### config.mk
export PLATFORM = sky130hd
export DESIGN_NAME = excl_monitor
export DESIGN_NICKNAME = d
export VERILOG_FILES = /design/src/rtl/excl_mon_pkg.sv /design/src/rtl/excl_tag_path.sv /design/src/rtl/excl_mon_ctrl.sv /design/src/rtl/excl_monitor.sv
export SDC_FILE = /design/constraint.sdc
export NUM_CORES = 1
export LEC_CHECK = 0
export ABC_AREA = 0
export BUFFER_PORTS_ARGS = -buffer_cell sky130_fd_sc_hd__buf_2
export CAP_MARGIN = 20
export CORE_MARGIN = 2
export CORE_UTILIZATION = 52
export CTS_CLUSTER_DIAMETER = 100
export DETAILED_ROUTE_END_ITERATION = 10
export PLACE_DENSITY = 0.78
export SLEW_MARGIN = 0
export SYNTH_ARGS = -nofsm -noshare
export SYNTH_HDL_FRONTEND = slang
export SYNTH_SLANG_ARGS = --single-unit
### constraint.sdc
create_clock -name clk -period 1.7 [get_ports clk]
set_input_delay 0.34 -clock clk [delete_from_list [all_inputs] [get_ports clk]]
set_output_delay 0.34 -clock clk [all_outputs]
set_load 0.02 [all_outputs]
### src/rtl/excl_mon_pkg.sv
package excl_mon_pkg;

  localparam int KIND_W = 2;
  localparam int SIZE_W = 3;

  typedef enum logic [KIND_W-1:0] {
    KIND_LOAD      = 2'b00,
    KIND_LOAD_EXCL = 2'b01,
    KIND_STORE     = 2'b10,
    KIND_STORE_EXCL = 2'b11
  } accKind_e;

  typedef enum logic [SIZE_W-1:0] {
    SIZE_NONE = 3'd0,
    SIZE_BYTE = 3'd1,
    SIZE_HALF = 3'd2,
    SIZE_WORD = 3'd4
  } accSize_e;

  typedef enum logic {
    MON_OPEN = 1'b0,
    MON_EXCL = 1'b1
  } monState_e;

  // Strobes from the control FSM to the tag datapath.
  typedef struct packed {
    logic arm;    // capture address and size of a load-exclusive
    logic clear;  // return the tag to address zero, size None
  } monStrobe_t;

endpackage

### src/rtl/excl_tag_path.sv
module excl_tag_path
  import excl_mon_pkg::*;
#(
  parameter int ADDR_W = 32
) (
  input  logic              clk,
  input  logic              rstN,
  input  monStrobe_t        strobes,
  input  logic [ADDR_W-1:0] accAddr,
  input  accSize_e          accSize,
  output logic              addrHit,
  output logic              sizeHit
);

  logic [ADDR_W-1:0] tagAddr;
  accSize_e          tagSize;

  always_ff @(posedge clk) begin
    if (!rstN) begin
      tagAddr <= '0;
      tagSize <= SIZE_NONE;
    end else if (strobes.clear) begin
      tagAddr <= '0;
      tagSize <= SIZE_NONE;
    end else if (strobes.arm) begin
      tagAddr <= accAddr;
      tagSize <= accSize;
    end
  end

  // Exact comparison over every address bit, no granule masking.
  assign addrHit = (accAddr == tagAddr);
  assign sizeHit = (accSize == tagSize);

  AST_STROBES_EXCLUSIVE: assert property (@(posedge clk) disable iff (!rstN)
    $onehot0({strobes.arm, strobes.clear})) else $error("arm and clear together");

  AST_ARM_RECORDS: assert property (@(posedge clk) disable iff (!rstN)
    strobes.arm |=> (tagAddr == $past(accAddr)) && (tagSize == $past(accSize)))
    else $error("tag not recorded");

  AST_CLEAR_ZEROES: assert property (@(posedge clk) disable iff (!rstN)
    strobes.clear |=> (tagAddr == '0) && (tagSize == SIZE_NONE))
    else $error("tag not cleared");

endmodule

### src/rtl/excl_mon_ctrl.sv
module excl_mon_ctrl
  import excl_mon_pkg::*;
(
  input  logic       clk,
  input  logic       rstN,
  input  logic       flushReq,
  input  logic       accValid,
  input  accKind_e   accKind,
  input  logic       addrHit,
  input  logic       sizeHit,
  output monStrobe_t strobes,
  output logic       verdictValid,
  output logic       verdictFail
);

  monState_e stateQ;
  monState_e stateD;
  logic      isStoreExcl;
  logic      isLoadExcl;
  logic      acceptNow;
  logic      passNow;

  assign acceptNow   = accValid && !flushReq;
  assign isStoreExcl = accValid && (accKind == KIND_STORE_EXCL);
  assign isLoadExcl  = accValid && (accKind == KIND_LOAD_EXCL);
  assign passNow     = acceptNow && isStoreExcl && (stateQ == MON_EXCL)
                       && addrHit && sizeHit;

  always_comb begin
    stateD = stateQ;
    if (flushReq) begin
      stateD = MON_OPEN;
    end else if (accValid) begin
      if (accKind == KIND_LOAD_EXCL) stateD = MON_EXCL;
      else                           stateD = MON_OPEN;
    end
  end

  always_comb begin
    strobes.arm   = acceptNow && isLoadExcl;
    strobes.clear = flushReq
                    || (accValid && !isLoadExcl && (stateQ == MON_EXCL));
  end

  always_ff @(posedge clk) begin
    if (!rstN) begin
      stateQ       <= MON_OPEN;
      verdictValid <= 1'b0;
      verdictFail  <= 1'b0;
    end else begin
      stateQ       <= stateD;
      verdictValid <= isStoreExcl;
      verdictFail  <= isStoreExcl && !passNow;
    end
  end

  AST_LOAD_EXCL_ARMS: assert property (@(posedge clk) disable iff (!rstN)
    (accValid && accKind == KIND_LOAD_EXCL && !flushReq) |=> stateQ == MON_EXCL)
    else $error("load-exclusive did not arm");

  AST_PLAIN_DROPS: assert property (@(posedge clk) disable iff (!rstN)
    (accValid && (accKind == KIND_LOAD || accKind == KIND_STORE)) |=> stateQ == MON_OPEN)
    else $error("plain access kept reservation");

  AST_PASS_NEEDS_MATCH: assert property (@(posedge clk) disable iff (!rstN)
    (verdictValid && !verdictFail) |-> $past(addrHit && sizeHit && stateQ == MON_EXCL))
    else $error("pass without match");

  AST_STORE_EXCL_DROPS: assert property (@(posedge clk) disable iff (!rstN)
    (accValid && accKind == KIND_STORE_EXCL) |=> stateQ == MON_OPEN)
    else $error("store-exclusive kept reservation");

  AST_OPEN_STEX_FAILS: assert property (@(posedge clk) disable iff (!rstN)
    (accValid && accKind == KIND_STORE_EXCL && stateQ == MON_OPEN) |=> verdictValid && verdictFail)
    else $error("store-exclusive passed while open");

  AST_VERDICT_SOURCE: assert property (@(posedge clk) disable iff (!rstN)
    verdictValid |-> $past(accValid && accKind == KIND_STORE_EXCL))
    else $error("spurious verdict");

  AST_FAIL_QUALIFIED: assert property (@(posedge clk) disable iff (!rstN)
    verdictFail |-> verdictValid)
    else $error("fail without verdict");

  AST_FLUSH_WINS: assert property (@(posedge clk) disable iff (!rstN)
    flushReq |=> (stateQ == MON_OPEN) && (!verdictValid || verdictFail))
    else $error("flush did not win");

endmodule

### src/rtl/excl_monitor.sv
module excl_monitor
  import excl_mon_pkg::*;
#(
  parameter int ADDR_W = 32
) (
  input  logic              clk,
  input  logic              rstN,
  input  logic              flushReq,
  input  logic              accValid,
  input  logic [1:0]        accKind,
  input  logic [ADDR_W-1:0] accAddr,
  input  logic [2:0]        accSize,
  output logic              verdictValid,
  output logic              verdictFail
);

  monStrobe_t strobes;
  logic       addrHit;
  logic       sizeHit;

  excl_mon_ctrl uCtrl (
    .clk          (clk),
    .rstN         (rstN),
    .flushReq     (flushReq),
    .accValid     (accValid),
    .accKind      (accKind_e'(accKind)),
    .addrHit      (addrHit),
    .sizeHit      (sizeHit),
    .strobes      (strobes),
    .verdictValid (verdictValid),
    .verdictFail  (verdictFail)
  );

  excl_tag_path #(.ADDR_W(ADDR_W)) uPath (
    .clk     (clk),
    .rstN    (rstN),
    .strobes (strobes),
    .accAddr (accAddr),
    .accSize (accSize_e'(accSize)),
    .addrHit (addrHit),
    .sizeHit (sizeHit)
  );

endmodule

==> metrics.md <==
| Metric | Value |
|---|---|
| Status | finished clean |
| Initial detailed-routing violation count | 31 |
| Syn nets | 251 |
| Antenna violations before repair | 0 |
| Lkg Pwr | between 0.7 and 0.8 nW |
| Fin util | 0.659 |
| Seq/Total Area, Yosys | 0.449 |
| Critical Path RT | around 1.9 ns |
| Yosys warns | 0 |
| Max-Slew Margin vs Limit | 0.765 |
| Psw | roughly 360 uW |
| Largest net degree at the start of global routing | 36 |
| Pre-Repair DR Iteration Count | 4 |
| Netlist cell types | 18 |
| Fin. Hold Viols | 0 |
| Final instance area | a little over 2000 um2 |
| Io pins | between 40 and 50 |
| Yosys reg bits | 38 |
| Post-Place Cells | between 200 and 300 |
| Num CTS Buffers | 5 |
| Synth Area in XOR/XNOR | 0.181 |
| Int Pwr | ~1.2 mW |
| Critical path data arrival time | between 1.5 and 2 ns |
| Mapped cell area | approximately 1700 um2 |
| Pins Over Slew Limit | 0 |
| Seq pwr share | 0.589 |
| Total global-route track usage | 0.193 |
| Logic pwr share | 0.109 |
| Post_cts resized | 0 |
| CTS tree | built |
| Full die area | around 3700 um2 |
| Vias in the first global route | ~1300 |
| Maximum clock insertion buffer count | 2 |
| Met3 wire len | roughly 140 um |
| Clk pwr share | 0.302 |
| Final setup viols | 0 |
| Max VDD drop | roughly 0.00047 V |
| Starting Density | 0.550 |
| Post-synthesis instance total | between 200 and 250 |
| TritonCTS Sinks | 38 |
| DR WL/cell | 11.2 um |
| First-pass GRT wire length | around 5300 um |
| Dpl hpwl | around 2400 um |
| Post-synthesis mux area share | 0.00591 |
| Power Density | ~760 nW/um2 |
| Post-CTS setup buffer count | 0 |
| Max Cap Violations | 0 |
| Grt ovf | 0 |
| Final ANT Viol Nets | 0 |
| Fmax | just under 700 MHz |
| Clk_lat worst skew | 0.32 ns |
| H-tree Lvls | 2 |
| Post-CTS Hold Buffers | 0 |
| Post-Synth Simple-Gate Area | 0.228 |
| Adder-cell share of the synthesized area | 0 |
| N_diodes | 0 |
| DR WL met2 | approximately 1700 um |
| CTS clock-pin slew for the worst setup and hold paths | around 0.11 ns |
| Switching share of power | 0.232 |
| Post-synthesis compound-gate area fraction | 0.111 |
| Setup TNS | 0 ns |
| Worst min path class | input pin to register |
| Worst setup path class | register to register |
| Fin nets | between 200 and 300 |
| Fin crit share | 0.865 |
| Element type at the critical path start | register |
| Routed length on met1 | 1530 um |
| Drt total wl | approximately 3300 um |
| Via density | between 4 and 5 |
| Share of cells above drive strength 1 | 0.209 |
| Post-DP Area | approximately 2000 um2 |
| Global placer's final weighted congestion | approximately 0.75 |
| Root Driver | clkbuf_4 |
| Row count | 20 |
| Syn_area_per_cell | 8.06 um2 |
| Main combinational cell family by area after synthesis | simple AND/OR/NAND/NOR gates |
| Layout area overhead | 19.7% |
| Area of the core | 3080 um2 |
| Top Layer Used | met4 |
| Via Count | 1469 |
| DR DRC count | 0 |
| CP max FO | 2 |
| RSZ-0062 raised after global routing | false |
| Non-Filler Instances | ~300 |
| Clock skew | roughly 0.0057 ns |
| Period minus WS final | between 1 and 1.5 ns |
| Least-Margin Pin Slew | between 0.3 and 0.4 ns |
| Die height | 61.1 um |
| Hold slack | approximately 0.26 ns |
| Port buffer count | 42 |
| Critical Path End Type | register |
| Die width | a little over 60 um |
==> kinds of logic after synthesis <==
group                     count (synthesis)
xor gates and xnor gates                 35
muxes                                     1
DFF                                      38
and+or+nand+nor                          89
buffers and inverters                    10
AOI/OAI and AO/OA                        37
==> metrics by stage <==
step / setup slack, ns / power (mW)
finish: 0.230 / 1.53
global route: 0.0769 / 1.62
CTS: 0.232 / 1.55
detailed placement: 0.0961 / 1.09
global placement: 0.141 / 1.09
floorplan: 0.298 / 1.00
==> registers in the layout, summed over array words and instances (netlist names) <==
register            flops
uCtrl.verdictFail       1
uCtrl.stateQ            1
uPath.tagSize           3
uCtrl.verdictValid      1
uPath.tagAddr          32
==> cells in the final DEF (no fill, tap or decap), drive strengths merged <==
cell,n
a21oi,35
and4,1
buf,45
nand2,71
nor2b,3
clkinv,1
clkbuf,7
xor2,19
o21ai,1
mux2i,1
nand3b,1
nand4,5
a21boi,1
nor3,1
or4,1
nor4,5
dfxtp,38
xnor2,16
and3b,1
==> cells in the mapped netlist <==
| cell | number | area (um2) |
|---|---|---|
| nor3_1 | 1 | 5.00 |
| nand3b_1 | 1 | 7.51 |
| dfxtp_1 | 38 | 761 |
| clkbuf_1 | 6 | 22.5 |
| mux2i_1 | 1 | 10.0 |
| buf_2 | 4 | 20.0 |
| a21boi_1 | 1 | 7.51 |
| nand4_1 | 5 | 31.3 |
| and3b_1 | 1 | 8.76 |
| o21ai_1 | 1 | 5.00 |
| and4_1 | 1 | 8.76 |
| nand2_1 | 71 | 267 |
| or4_1 | 1 | 7.51 |
| xor2_1 | 19 | 166 |
| nor4_1 | 5 | 31.3 |
| nor2b_1 | 3 | 18.8 |
| a21oi_1 | 35 | 175 |
| xnor2_1 | 16 | 140 |
==> power by group through the flow <==
stage | clock [mW] | sequential (mW) | combinational, mW
global route | 0.526 | 0.905 | 0.187
finish | 0.464 | 0.903 | 0.167
CTS | 0.476 | 0.903 | 0.170
global placement | 0 | 0.923 | 0.167
floorplan | 0 | 0.924 | 0.0776
detailed placement | 0 | 0.924 | 0.168
==> critical path, cell delays in order (launching register included) <==
cell	delay, ns
dfxtp_1	0.33
xor2_1	0.16
or4_1	0.51
nor4_1	0.26
a21boi_1	0.10
==> per-layer routing <==
metal | up-vias | track usage
met5 | - | 0
met4 | 0 | 0.0466
met3 | 2 | 0.0441
met2 | 32 | 0.342
met1 | 660 | 0.238
li1 | 775 | -
==> area by class of cell <==
class | count | area, um2
sequential | 38 | 761
clock inverter | 1 | 5.00
clock buffer | 7 | 55.1
tap | 44 | 55.1
timing repair buffer | 45 | 258
fill | 290 | 1050
multi-input combinational | 162 | 893
==> worst paths after layout <==
| kind | startpoint | endpoint | slack [ns] | cells past startpoint |
|---|---|---|---|---|
| worst min register to register | uPath.tagAddr[7] | uPath.tagAddr[7] | 0.47 | 2 |
| worst min-delay path | accAddr[20] | uPath.tagAddr[20] | 0.26 | 3 |
| worst max-delay path | uPath.tagAddr[4] | uCtrl.verdictFail | 0.23 | 4 |
| worst max register to register | uPath.tagAddr[4] | uCtrl.verdictFail | 0.23 | 4 |
Power figures use the tool's default switching activity.
